===== src/rtl/specTrackPkg.sv =====
`timescale 1ns/1ps
package specTrackPkg;
  // Strobes from control to datapath, one cycle each.
  typedef struct packed {
    logic allocEn;   // record ldAddr in the lowest free entry
    logic clearAll;  // drop read set and write buffer
    logic wbLoad;    // capture the terminating store
    logic bcFire;    // broadcast the buffered write next cycle
  } trkStrobes_t;
endpackage


===== src/rtl/specTrackData.sv =====
`timescale 1ns/1ps
module specTrackData
  import specTrackPkg::*;
#(
  parameter int ENTRIES = 8,
  parameter int AW = 16,
  parameter int DW = 16
) (
  input  logic          clk,
  input  logic          rst_n,
  input  trkStrobes_t   ctrl,
  input  logic [AW-1:0] ldAddr,
  input  logic [AW-1:0] stAddr,
  input  logic [DW-1:0] stData,
  input  logic          snpValid,
  input  logic [AW-1:0] snpAddr,
  output logic          snoopHit,
  output logic          ldPresent,
  output logic          rsFull,
  output logic          stPending,
  output logic          bcValid,
  output logic [AW-1:0] bcAddr,
  output logic [DW-1:0] bcData
);
  localparam int IW = (ENTRIES > 1) ? $clog2(ENTRIES) : 1;

  logic [ENTRIES-1:0] validVec;
  logic [ENTRIES-1:0] snoopMatch;
  logic [ENTRIES-1:0] loadMatch;
  logic [ENTRIES-1:0] allocOh;
  logic [IW-1:0]      allocIdx;

  // Lowest free entry: scan downward so the smallest index wins.
  always_comb begin
    allocIdx = '0;
    for (int i = ENTRIES - 1; i >= 0; i--) begin
      if (!validVec[i]) allocIdx = IW'(i);
    end
  end

  generate
    for (genvar g = 0; g < ENTRIES; g++) begin : gEntry
      logic          entValid;
      logic [AW-1:0] entTag;

      assign allocOh[g] = (allocIdx == IW'(g)) && !entValid;

      always_ff @(posedge clk) begin
        if (!rst_n) begin
          entValid <= 1'b0;
          entTag   <= '0;
        end else if (ctrl.clearAll) begin
          entValid <= 1'b0;
        end else if (ctrl.allocEn && allocOh[g]) begin
          entValid <= 1'b1;
          entTag   <= ldAddr;
        end
      end

      assign validVec[g]   = entValid;
      assign snoopMatch[g] = entValid && (entTag == snpAddr);
      assign loadMatch[g]  = entValid && (entTag == ldAddr);
    end
  endgenerate

  assign snoopHit  = snpValid && (|snoopMatch);
  assign ldPresent = |loadMatch;
  assign rsFull    = &validVec;

  // One-entry write buffer for the terminating store.
  logic [AW-1:0] wbAddr;
  logic [DW-1:0] wbData;
  logic          wbValid;

  always_ff @(posedge clk) begin
    if (!rst_n) begin
      wbValid <= 1'b0;
      wbAddr  <= '0;
      wbData  <= '0;
    end else if (ctrl.clearAll) begin
      wbValid <= 1'b0;
    end else if (ctrl.wbLoad) begin
      wbValid <= 1'b1;
      wbAddr  <= stAddr;
      wbData  <= stData;
    end
  end

  assign stPending = wbValid;

  // Broadcast register.
  always_ff @(posedge clk) begin
    if (!rst_n) begin
      bcValid <= 1'b0;
      bcAddr  <= '0;
      bcData  <= '0;
    end else begin
      bcValid <= ctrl.bcFire;
      if (ctrl.bcFire) begin
        bcAddr <= wbAddr;
        bcData <= wbData;
      end
    end
  end

  AST_ALLOC_NOT_FULL: assert property (@(posedge clk) disable iff (!rst_n)
    ctrl.allocEn |-> !rsFull);
  AST_BUF_HELD: assert property (@(posedge clk) disable iff (!rst_n)
    (wbValid && !ctrl.clearAll) |=> ($stable(wbAddr) && $stable(wbData)));
  AST_ABORT_BEATS_COMMIT: assert property (@(posedge clk) disable iff (!rst_n)
    ctrl.bcFire |-> !snoopHit);
  AST_BC_CLEARS_BUF: assert property (@(posedge clk) disable iff (!rst_n)
    bcValid |-> !wbValid);
endmodule


===== src/rtl/specTrackCtrl.sv =====
`timescale 1ns/1ps
module specTrackCtrl
  import specTrackPkg::*;
#(
  parameter int SW = 4
) (
  input  logic          clk,
  input  logic          rst_n,
  input  logic          ldValid,
  input  logic          stValid,
  input  logic [SW-1:0] seqNum,
  input  logic          snpValid,
  input  logic          snoopHit,
  input  logic          ldPresent,
  input  logic          rsFull,
  input  logic          stPending,
  output trkStrobes_t   ctrl,
  output logic          ldStall,
  output logic          restartPulse
);
  logic [SW-1:0] nextCnt;
  logic          abortHit;
  logic          grant;

  assign abortHit = snoopHit;
  assign grant    = stPending && (seqNum == nextCnt) && !abortHit;
  assign ldStall  = ldValid && (stPending || (rsFull && !ldPresent));

  always_comb begin
    ctrl          = '0;
    ctrl.allocEn  = ldValid && !ldStall && !ldPresent && !abortHit;
    ctrl.wbLoad   = stValid && !stPending && !abortHit;
    ctrl.clearAll = abortHit || grant;
    ctrl.bcFire   = grant;
  end

  always_ff @(posedge clk) begin
    if (!rst_n) begin
      nextCnt      <= '0;
      restartPulse <= 1'b0;
    end else begin
      nextCnt      <= nextCnt + SW'(grant) + SW'(snpValid);
      restartPulse <= abortHit;
    end
  end

  AST_RESTART_SINGLE: assert property (@(posedge clk) disable iff (!rst_n)
    restartPulse |=> !restartPulse);
  AST_RESTART_FROM_SNOOP: assert property (@(posedge clk) disable iff (!rst_n)
    restartPulse |-> $past(snpValid));
endmodule


===== src/rtl/specTracker.sv =====
`timescale 1ns/1ps
module specTracker
  import specTrackPkg::*;
#(
  parameter int ENTRIES = 8,
  parameter int AW = 16,
  parameter int DW = 16,
  parameter int SW = 4
) (
  input  logic          clk,
  input  logic          rst_n,
  input  logic          ldValid,
  input  logic [AW-1:0] ldAddr,
  output logic          ldStall,
  input  logic          stValid,
  input  logic [AW-1:0] stAddr,
  input  logic [DW-1:0] stData,
  output logic          stPending,
  input  logic [SW-1:0] seqNum,
  input  logic          snpValid,
  input  logic [AW-1:0] snpAddr,
  output logic          bcValid,
  output logic [AW-1:0] bcAddr,
  output logic [DW-1:0] bcData,
  output logic          restartPulse
);
  trkStrobes_t ctrl;
  logic snoopHit, ldPresent, rsFull;

  specTrackCtrl #(.SW(SW)) ctrl_i (
    .clk(clk), .rst_n(rst_n), .ldValid(ldValid), .stValid(stValid),
    .seqNum(seqNum), .snpValid(snpValid), .snoopHit(snoopHit),
    .ldPresent(ldPresent), .rsFull(rsFull), .stPending(stPending),
    .ctrl(ctrl), .ldStall(ldStall), .restartPulse(restartPulse)
  );

  specTrackData #(.ENTRIES(ENTRIES), .AW(AW), .DW(DW)) data_i (
    .clk(clk), .rst_n(rst_n), .ctrl(ctrl), .ldAddr(ldAddr),
    .stAddr(stAddr), .stData(stData), .snpValid(snpValid),
    .snpAddr(snpAddr), .snoopHit(snoopHit), .ldPresent(ldPresent),
    .rsFull(rsFull), .stPending(stPending), .bcValid(bcValid),
    .bcAddr(bcAddr), .bcData(bcData)
  );
endmodule


===== config.mk =====
export PLATFORM = sky130hd
export DESIGN_NAME = specTracker
export DESIGN_NICKNAME = d
export VERILOG_FILES = /design/src/rtl/specTrackPkg.sv /design/src/rtl/specTrackData.sv /design/src/rtl/specTrackCtrl.sv /design/src/rtl/specTracker.sv
export SDC_FILE = /design/constraint.sdc
export NUM_CORES = 1
export LEC_CHECK = 0
export BUFFER_PORTS_ARGS = -buffer_cell sky130_fd_sc_hd__buf_2
export CORE_ASPECT_RATIO = 0.9
export CORE_MARGIN = 2
export CORE_UTILIZATION = 56
export DETAILED_ROUTE_END_ITERATION = 16
export GPL_ROUTABILITY_DRIVEN = 1
export PLACE_DENSITY = 0.72
export SYNTH_ARGS = -nofsm -noshare
export SYNTH_HDL_FRONTEND = slang
export SYNTH_SLANG_ARGS = --single-unit

===== constraint.sdc =====
create_clock -name clk -period 6.8 [get_ports clk]
set_clock_uncertainty 0.15 [all_clocks]
set_input_delay 1.02 -clock clk [delete_from_list [all_inputs] [get_ports clk]]
set_output_delay 1.02 -clock clk [all_outputs]
set_load 0.05 [all_outputs]

### After elaboration in Yosys (flattened, before gate mapping)

Cells that the tools add are included.

* bits in registers: 207
* input bits: 73

* $add $sub $neg: 2
* equality and inequality tests: 24
* multiplexer cells: 8
* bitwise gates (word level): 2
* reduce and logical (&&, ||, !) cells: 70

Operator list (count)
* $eq A16 B16 Y1: 16
* $logic_and A1 B1 Y1: 42
* $mux W3: 8
* $reduce_and A2 Y1: 9
* $reduce_or A8 Y1: 2
* $eq A3 B3 Y1 const B: 4
* $logic_not A1 Y1: 12
* $add A4 B1 Y4: 2
* $reduce_and A8 Y1: 1
* $eq A3 B2 Y1 const B: 2
* $eq A4 B4 Y1: 1
* $eq A3 B1 Y1 const B: 1
* $logic_not A3 Y1: 1
* $logic_or A1 B1 Y1: 2
* $not A1 Y1: 2
* $reduce_or A2 Y1: 1

### Longest topological paths before layout

Gate-level depths: netlist of the first run.

* depth in word-level cells: 13
* mapped depth: 14

### Hierarchy

A second synthesis of the first run with hierarchy kept.

* cell total of the unflattened synthesis: 1206
* area total of the unflattened synthesis: 10968.0 µm²

Modules (own cells, without submodules)
* specTrackData: instances 1, cells an instance 1173, area an instance 10664.0 µm²
* specTrackCtrl: instances 1, cells an instance 33, area an instance 304.0 µm²

### Least setup slack after synthesis of the first run

OpenSTA, ideal clock, no wires.

* path kind: input to output
* from: input ldAddr[12]
* to: output ldStall
* arrival time: 3.098 ns
* required time: 5.630 ns
* setup slack: 2.532 ns
* stages on the path: 9
* buffers on the path: 2
* cells stage by stage: buf_6 xor2_1 nor4_1 nand4_1 o32ai_1 nor4_4 buf_6 a21oi_1 nor2b_1

* word-level cells in the longest chain between the ends: 7
* elaborated cells on any way between the ends: 21
* those cells by class: eq/ne (8); reduce/logical (13)

Ends and longest elaborated chain
* start: declaration: RTL line specTracker.sv:13 `input logic [AW-1:0] ldAddr,`
* $eq A16 B16 Y1: RTL line specTrackData.sv:62 `assign loadMatch[g] = entValid && (entTag == ldAddr);`
* $logic_and A1 B1 Y1: RTL line specTrackData.sv:62
* $reduce_or A8 Y1 *: RTL line specTrackData.sv:67 `assign ldPresent = |loadMatch;`
* $logic_not A1 Y1 *: RTL line specTrackCtrl.sv:27 `assign ldStall = ldValid && (stPending || (rsFull && !ldPresent));`
* $logic_and A1 B1 Y1 *: RTL line specTrackCtrl.sv:27
* $logic_or A1 B1 Y1 *: RTL line specTrackCtrl.sv:27
* $logic_and A1 B1 Y1 *: RTL line specTrackCtrl.sv:27
* end: declaration: RTL line specTracker.sv:14 `output logic ldStall,`

Every way passes the cells marked *; elsewhere a longest branch is shown, timed or not.

### Worst setup path in the final report of the first run

* from: input ldAddr[3]
* to: output ldStall

The elaborated chain is that of the path after synthesis.

==> results.json, run 1 <==
{
  "worst_setup_path_start_kind": "input port",
  "via_count_of_the_first_global_routing_pass": 7852,
  "totalNegativeSetupSlack_ns": 0,
  "post_cts_resized": 0,
  "overflow": 0,
  "layout-area-overhead-vs-synth_pct": 8.881,
  "synth_largest_type_area_fraction_pct": 37.90,
  "die_width_um": 151.3,
  "switching_fraction_pct": 25.97,
  "gpl.final_weighted_congestion": 1.085,
  "detail_route.wl_per_cell_um": 21.54,
  "synth.largest_area_cell": "dfxtp_1",
  "netSwitchingPower_uw": 678.0,
  "setup-violations-final": 0,
  "fillCellCount": 1677,
  "synthMostInstantiatedCell": "nand2_1",
  "syn_nets": 1230,
  "drt_first_iter_violations": 729,
  "post_route_cells_drive_above_1_share_pct": 12.93,
  "avgViaCountPerCell": 5.627,
  "finalMaxSlewViolations": 0,
  "cts_hold_buf": 0,
  "final_instance_area_um2": 11900,
  "worst_slew_pin_slew_ns": 1.056,
  "synth-edff-count": 0,
  "hpwlAfterDp_um": 23250,
  "max_slew_headroom_pct": 29.33,
  "grt_usage_pct": 30.52,
  "finalHoldViolCount": 0,
  "preCtsSetupSlack_ns": 2.126,
  "worst_hold_path_type": "flop to flop",
  "clock_tree.htree_level_count": 1,
  "finish.net_count": 1286,
  "share_comb_of_total_power_pct": 10.8,
  "yosysWarnings": 0,
  "clock_group_share_of_total_power_pct": 40.9,
  "power.ir.vdd_worst_uv": 197.8,
  "fraction_of_registers_with_async_set_reset_pct": 0,
  "final_routed_wirelength_um": 31710,
  "std_cell_rows": 48,
  "clk_path_buf_depth": 3,
  "endpoint_kind": "primary output",
  "syn_inst": 1155,
  "initial_utilization_pct": 57.07,
  "remaining_drc_errors": 0,
  "seq_area_frac_synth_pct": 37.90,
  "clock_sinks": 207,
  "leakage_nw": 6.249,
  "n_antenna_cell": 0,
  "clockRootBuffer": "clkbuf_16",
  "min_period_ns": 4.745,
  "main_area_contributors_after_synthesis": "dfxtp_1 (38%), xor2_1 (20%), mux2i_1 (18%)",
  "final_antenna_net_count": 0,
  "fp.dieH_um": 136.6,
  "dpl_cell_area_um2": 11290,
  "dominantRegCellSynth": "dfxtp_1",
  "antenna_found_initial": 0,
  "path_clk_slew_ns": 0.06,
  "fp.dieArea_um2": 20660,
  "post_synthesis_cell_area_um2": 10930,
  "clk_latency_ns": 0.51,
  "via_count": 8283,
  "drv.max_cap_violation_count": 0,
  "critical_path.max_fanout": 16,
  "timing.final.ws_setup_ns": 2.055,
  "pin_count_of_the_biggest_net_entering_global_routing": 139,
  "crit_arrival_ns": 3.58,
  "syn_avg_cell_area_um2": 9.466,
  "yosysUniqueCellTypes": 43,
  "outcome": "complete, no violations",
  "power_density_cells_nw_per_um2": 219.3,
  "ff2ff_setup_slack_ns": 2.95,
  "setup_buffers_after_cts": 0,
  "final_core_utilization_pct": 62.13,
  "core_area_um2": 19160,
  "fmax_mhz": 210.7,
  "grt_pass1_wl_um": 46960,
  "critical_path_required_ns": 5.63,
  "tritoncts": "built",
  "port-buffer-count": 108,
  "final_min_period_over_clock_period_pct": 69.79,
  "p_int_mw": 1.932,
  "timing_worst_setup_path_type": "input port to primary output",
  "io-pin-count": 109,
  "unrepaired_setup_endpoints_after_global_routing": "false",
  "yosys_register_bits": 207,
  "cts_buffers": 21,
  "yosys-top-cells-count": "nand2_1 (254), xor2_1 (248), dfxtp_1 (207)",
  "seq_power_share_pct": 48.3,
  "first_pass_iters": 6
}
critical path, cell delays in order:
cell and delay, ns:
buf_2 0.21, xor2_1 0.20, nor4_1 0.84, nand4_1 0.25, o32ai_1 0.29, nor4_4 0.08
buf_4 0.23, a21oi_1 0.17, nor2b_1 0.06, buf_2 0.21
per-layer routing:
| metal | global-route usage (%) | part of all wire [%] | vias to the layer above |
|---|---|---|---|
| met3 | 6.700 | 8.9 | 58 |
| met5 | 0 | 0 | - |
| met4 | 8.671 | 2.9 | 0 |
| met1 | 44.91 | 46 | 3951 |
| met2 | 44.75 | 42 | 310 |
| li1 | - | - | 3964 |
sequential cells by signal, summed over array words and instances, names as in the netlist:
name / count
ctrl_i.nextCnt: 4
ctrl_i.restartPulse: 1
data_i.bcAddr: 16
data_i.bcData: 16
data_i.bcValid: 1
data_i.gEntry.entTag: 128
data_i.gEntry.entValid: 8
data_i.stPending: 1
data_i.wbAddr: 16
data_i.wbData: 16
path summary, 6_finish.rpt:
kind,cells past startpoint,endpoint,from
max,10,ldStall,ldAddr[3]
max reg2reg,11,ctrl_i.nextCnt[1],data_i.gEntry[6].entTag[8]
min,2,data_i.bcAddr[15],data_i.bcAddr[15]
min reg2reg,2,data_i.bcAddr[15],data_i.bcAddr[15]
layout by cell type (no fill, tap or decap), types with 2 or more instances in the layout:
cell type,instances
o32ai_1,5
dfxtp_1,207
buf_2,107
nor3_1,20
o22ai_1,3
nand3_1,5
clkinv_2,4
buf_4,4
clkbuf_1,4
clkbuf_16,21
nand3_4,2
inv_1,8
a21oi_1,5
and3_1,2
nor2b_1,2
xor2_1,248
mux2i_1,192
o21ai_0,2
xnor2_1,14
nor2_1,15
nor4_1,49
a31oi_1,4
clkbuf_8,3
nand3_2,4
nand2_1,254
nand4_1,16
cells by family after synthesis:
| kind of cell | share of synthesized area (%) |
|---|---|
| simple gates | 16.25 |
| buf+inv | 5.482 |
| xor+xnor | 20.99 |
| flops | 37.90 |
| fa+ha+maj | 0.2975 |
| mux | 17.58 |
| compound gates | 1.499 |
power groups by stage:
stage	clock network (mW)	registers [mW]	logic, mW
after detailed placement	0	1.29	0.274
after CTS	1.08	1.26	0.276
after global routing	1.13	1.26	0.300
final	1.07	1.26	0.282
after global placement	0	1.29	0.275
after floorplan	0	1.28	0.201
per-stage QoR:
| stage | hold WS [ns] | instances | total power, mW |
|---|---|---|---|
| floorplan | 0.2928 | 1155 | 1.485 |
| global placement | 0.2939 | 1438 | 1.561 |
| detailed placement | 0.2989 | 1438 | 1.561 |
| CTS | 0.3079 | 1472 | 2.617 |
| global route | 0.3269 | 1472 | 2.692 |
| finish | 0.3061 | 1472 | 2.610 |
final cells by class:
class | instances | area (um^2) | share of cell area [%]
clock buffers | 28 | 581.8 | 4.888
inverters | 8 | 30.03 | 0.2523
clock inverters | 6 | 36.28 | 0.3048
well taps | 250 | 312.8 | 2.628
flip-flops and latches | 207 | 4144 | 34.81
multi-input cells | 860 | 6202 | 52.10
repair buffers | 113 | 596.8 | 5.014
No activity file was read; power rests on OpenSTA's default activity.
==> run 2, diff against run 1 <==
==> constraint.sdc (replaced) <==
create_clock -name clk -period 4.9 [get_ports clk]
set_clock_uncertainty 0.15 [all_clocks]
set_input_delay 0.735 -clock clk [delete_from_list [all_inputs] [get_ports clk]]
set_output_delay 0.735 -clock clk [all_outputs]
set_load 0.05 [all_outputs]
==> results.json, run 2 (synthesized netlist as in run 1, its figures left out) <==
{
  "finish.net_count": 1290,
  "fp.dieH_um": 136.6,
  "final_min_period_over_clock_period_pct": 86.45,
  "max_slew_headroom_pct": 23.71,
  "clock_sinks": 207,
  "seq_power_share_pct": 46.4,
  "grt_usage_pct": 31.93,
  "finalHoldViolCount": 0,
  "crit_chain": "buf_2 > xor2_1 > nor4_1 > nand4_1 > o22ai_1 > nor4_4 > a21oi_1 > nor2b_1 > buf_2",
  "power_density_cells_nw_per_um2": 314.0,
  "max_stage_delay_ns": 0.99,
  "via_count_of_the_first_global_routing_pass": 7676,
  "critical_path.max_fanout": 16,
  "worst_slew_pin_slew_ns": 1.136,
  "setup-violations-final": 0,
  "grt_pass1_wl_um": 48640,
  "pin_count_of_the_biggest_net_entering_global_routing": 92,
  "final_common_cell": "nand2_1",
  "clockRootBuffer": "clkbuf_16",
  "critPathBufInv": 2,
  "wl_met3_um": 2775,
  "critical_path_required_ns": 4.01,
  "drt_first_iter_violations": 719,
  "avgViaCountPerCell": 5.656,
  "path_clk_slew_ns": 0.06,
  "highest_layer": "met4",
  "detail_route_met2_wl_um": 13850,
  "worst_hold_path_type": "flop to flop",
  "sum_of_internal_switching_and_leakage_power_mw": 3.772,
  "leakage_nw": 6.304,
  "detail_route.wl_per_cell_um": 22.40,
  "endpoint_kind": "primary output",
  "io-pin-count": 109,
  "core_area_um2": 19160,
  "cts_buffers": 22,
  "critical-path-top-delay-family": "simple AND/OR/NAND/NOR gates",
  "layout-area-overhead-vs-synth_pct": 9.854,
  "clk_path_buf_depth": 3,
  "drv.max_cap_violation_count": 0,
  "final_antenna_net_count": 0,
  "die_width_um": 151.3,
  "via_count": 8359,
  "power.ir.vdd_worst_uv": 327.4,
  "totalNegativeSetupSlack_ns": 0,
  "n_antenna_cell": 0,
  "switching_fraction_pct": 25.47,
  "hpwlAfterDp_um": 24550,
  "remaining_drc_errors": 0,
  "overflow": 0,
  "final_routed_wirelength_um": 33110,
  "fillCellCount": 1646,
  "fmax_mhz": 236.1,
  "tritoncts": "built",
  "largest_reg_flops": 128,
  "initial_utilization_pct": 57.07,
  "setup_buffers_after_cts": 0,
  "share_comb_of_total_power_pct": 10.6,
  "post_route_cells_drive_above_1_share_pct": 13.44,
  "outcome": "complete, no violations",
  "clock_tree.htree_level_count": 1,
  "clock_group_share_of_total_power_pct": 43.0,
  "crit_arrival_ns": 3.35,
  "post_cts_resized": 0,
  "clk_latency_ns": 0.51,
  "worst_setup_path_start_kind": "input port",
  "netSwitchingPower_uw": 960.5,
  "min_period_ns": 4.236,
  "worst_path_slowest_cell": "nor4_4",
  "first_pass_iters": 5,
  "finalMaxSlewViolations": 0,
  "timing_worst_setup_path_type": "input port to primary output",
  "gpl.final_weighted_congestion": 0.9792,
  "mostFrequentLayoutCells": "nand2_1 (254), xor2_1 (248), dfxtp_1 (207)",
  "p_int_mw": 2.811,
  "cts_hold_buf": 0,
  "unrepaired_setup_endpoints_after_global_routing": "false",
  "top_register": "data_i.gEntry.entTag",
  "antenna_found_initial": 0,
  "fp.dieArea_um2": 20660,
  "detail_route.wirelength.met1_um": 15650,
  "port-buffer-count": 108,
  "std_cell_rows": 48,
  "crit_path_frequent_cell": "buf_2"
}
-- run 2: cell types whose count changed in the layout (fill, tap and decap cells not counted), sizes merged --
cell and delta:
clkbuf +6, clkinv -2, buf +3, inv -1
-- run 2: worst reg2reg max path, stage by stage, from the launching register on --
cell	delay (ns)
dfxtp_1	0.46
xor2_1	0.30
nor3_1	0.16
nand4_1	0.13
o22ai_1	0.13
nor4_4	0.99
nand3_2	0.90
mux2i_1	0.42
-- run 2: final cells by class --
cell class                      count  area (um^2)  area share [%]
Inverter                            8        30.03          0.2500
Clock inverter                      3        28.78          0.2396
Timing Repair Buffer              116        606.8           5.053
Tap cell                          250        312.8           2.604
Sequential cell                   207         4144           34.50
Clock buffer                       34        685.7           5.709
Multi-Input combinational cell    860         6202           51.64
-- run 2: path summary, 6_finish.rpt --
path,start,end,slack [ns],cells past startpoint
worst max register to register,data_i.gEntry[2].entTag[8],data_i.gEntry[2].entTag[5],1.15,7
worst max-delay path,ldAddr[11],ldStall,0.66,9
worst min register to register,data_i.bcAddr[15],data_i.bcAddr[15],0.30,2
worst min-delay path,data_i.bcAddr[15],data_i.bcAddr[15],0.30,2
-- run 2: power groups by stage --
stage	clock network [mW]	logic, mW	registers, mW
after floorplan	0	0.279	1.78
after global placement	0	0.394	1.78
after detailed placement	0	0.392	1.78
after CTS	1.65	0.394	1.75
after global routing	1.71	0.426	1.75
final	1.62	0.401	1.75
-- run 2: layer usage --
layer,vias to the layer above,GRT usage (%)
li1,3972,-
met1,4031,48.78
met2,298,45.50
met3,58,6.567
met4,0,8.100
met5,-,0
-- run 2: per-stage QoR --
stage / util (%) / instance area, um^2 / hold slack (ns) / cells / setup WS, ns
after floorplan: - / 10930 / 0.2928 / 1155 / 1.202
after global placement: 58.96 / 11300 / 0.2925 / 1441 / 0.6870
after detailed placement: 58.96 / 11300 / 0.2981 / 1441 / 0.6709
after CTS: 62.69 / 12010 / 0.3004 / 1478 / 0.7193
after global routing: 62.69 / 12010 / 0.3026 / 1478 / 0.4784
final: 62.69 / 12010 / 0.3036 / 1478 / 0.6638
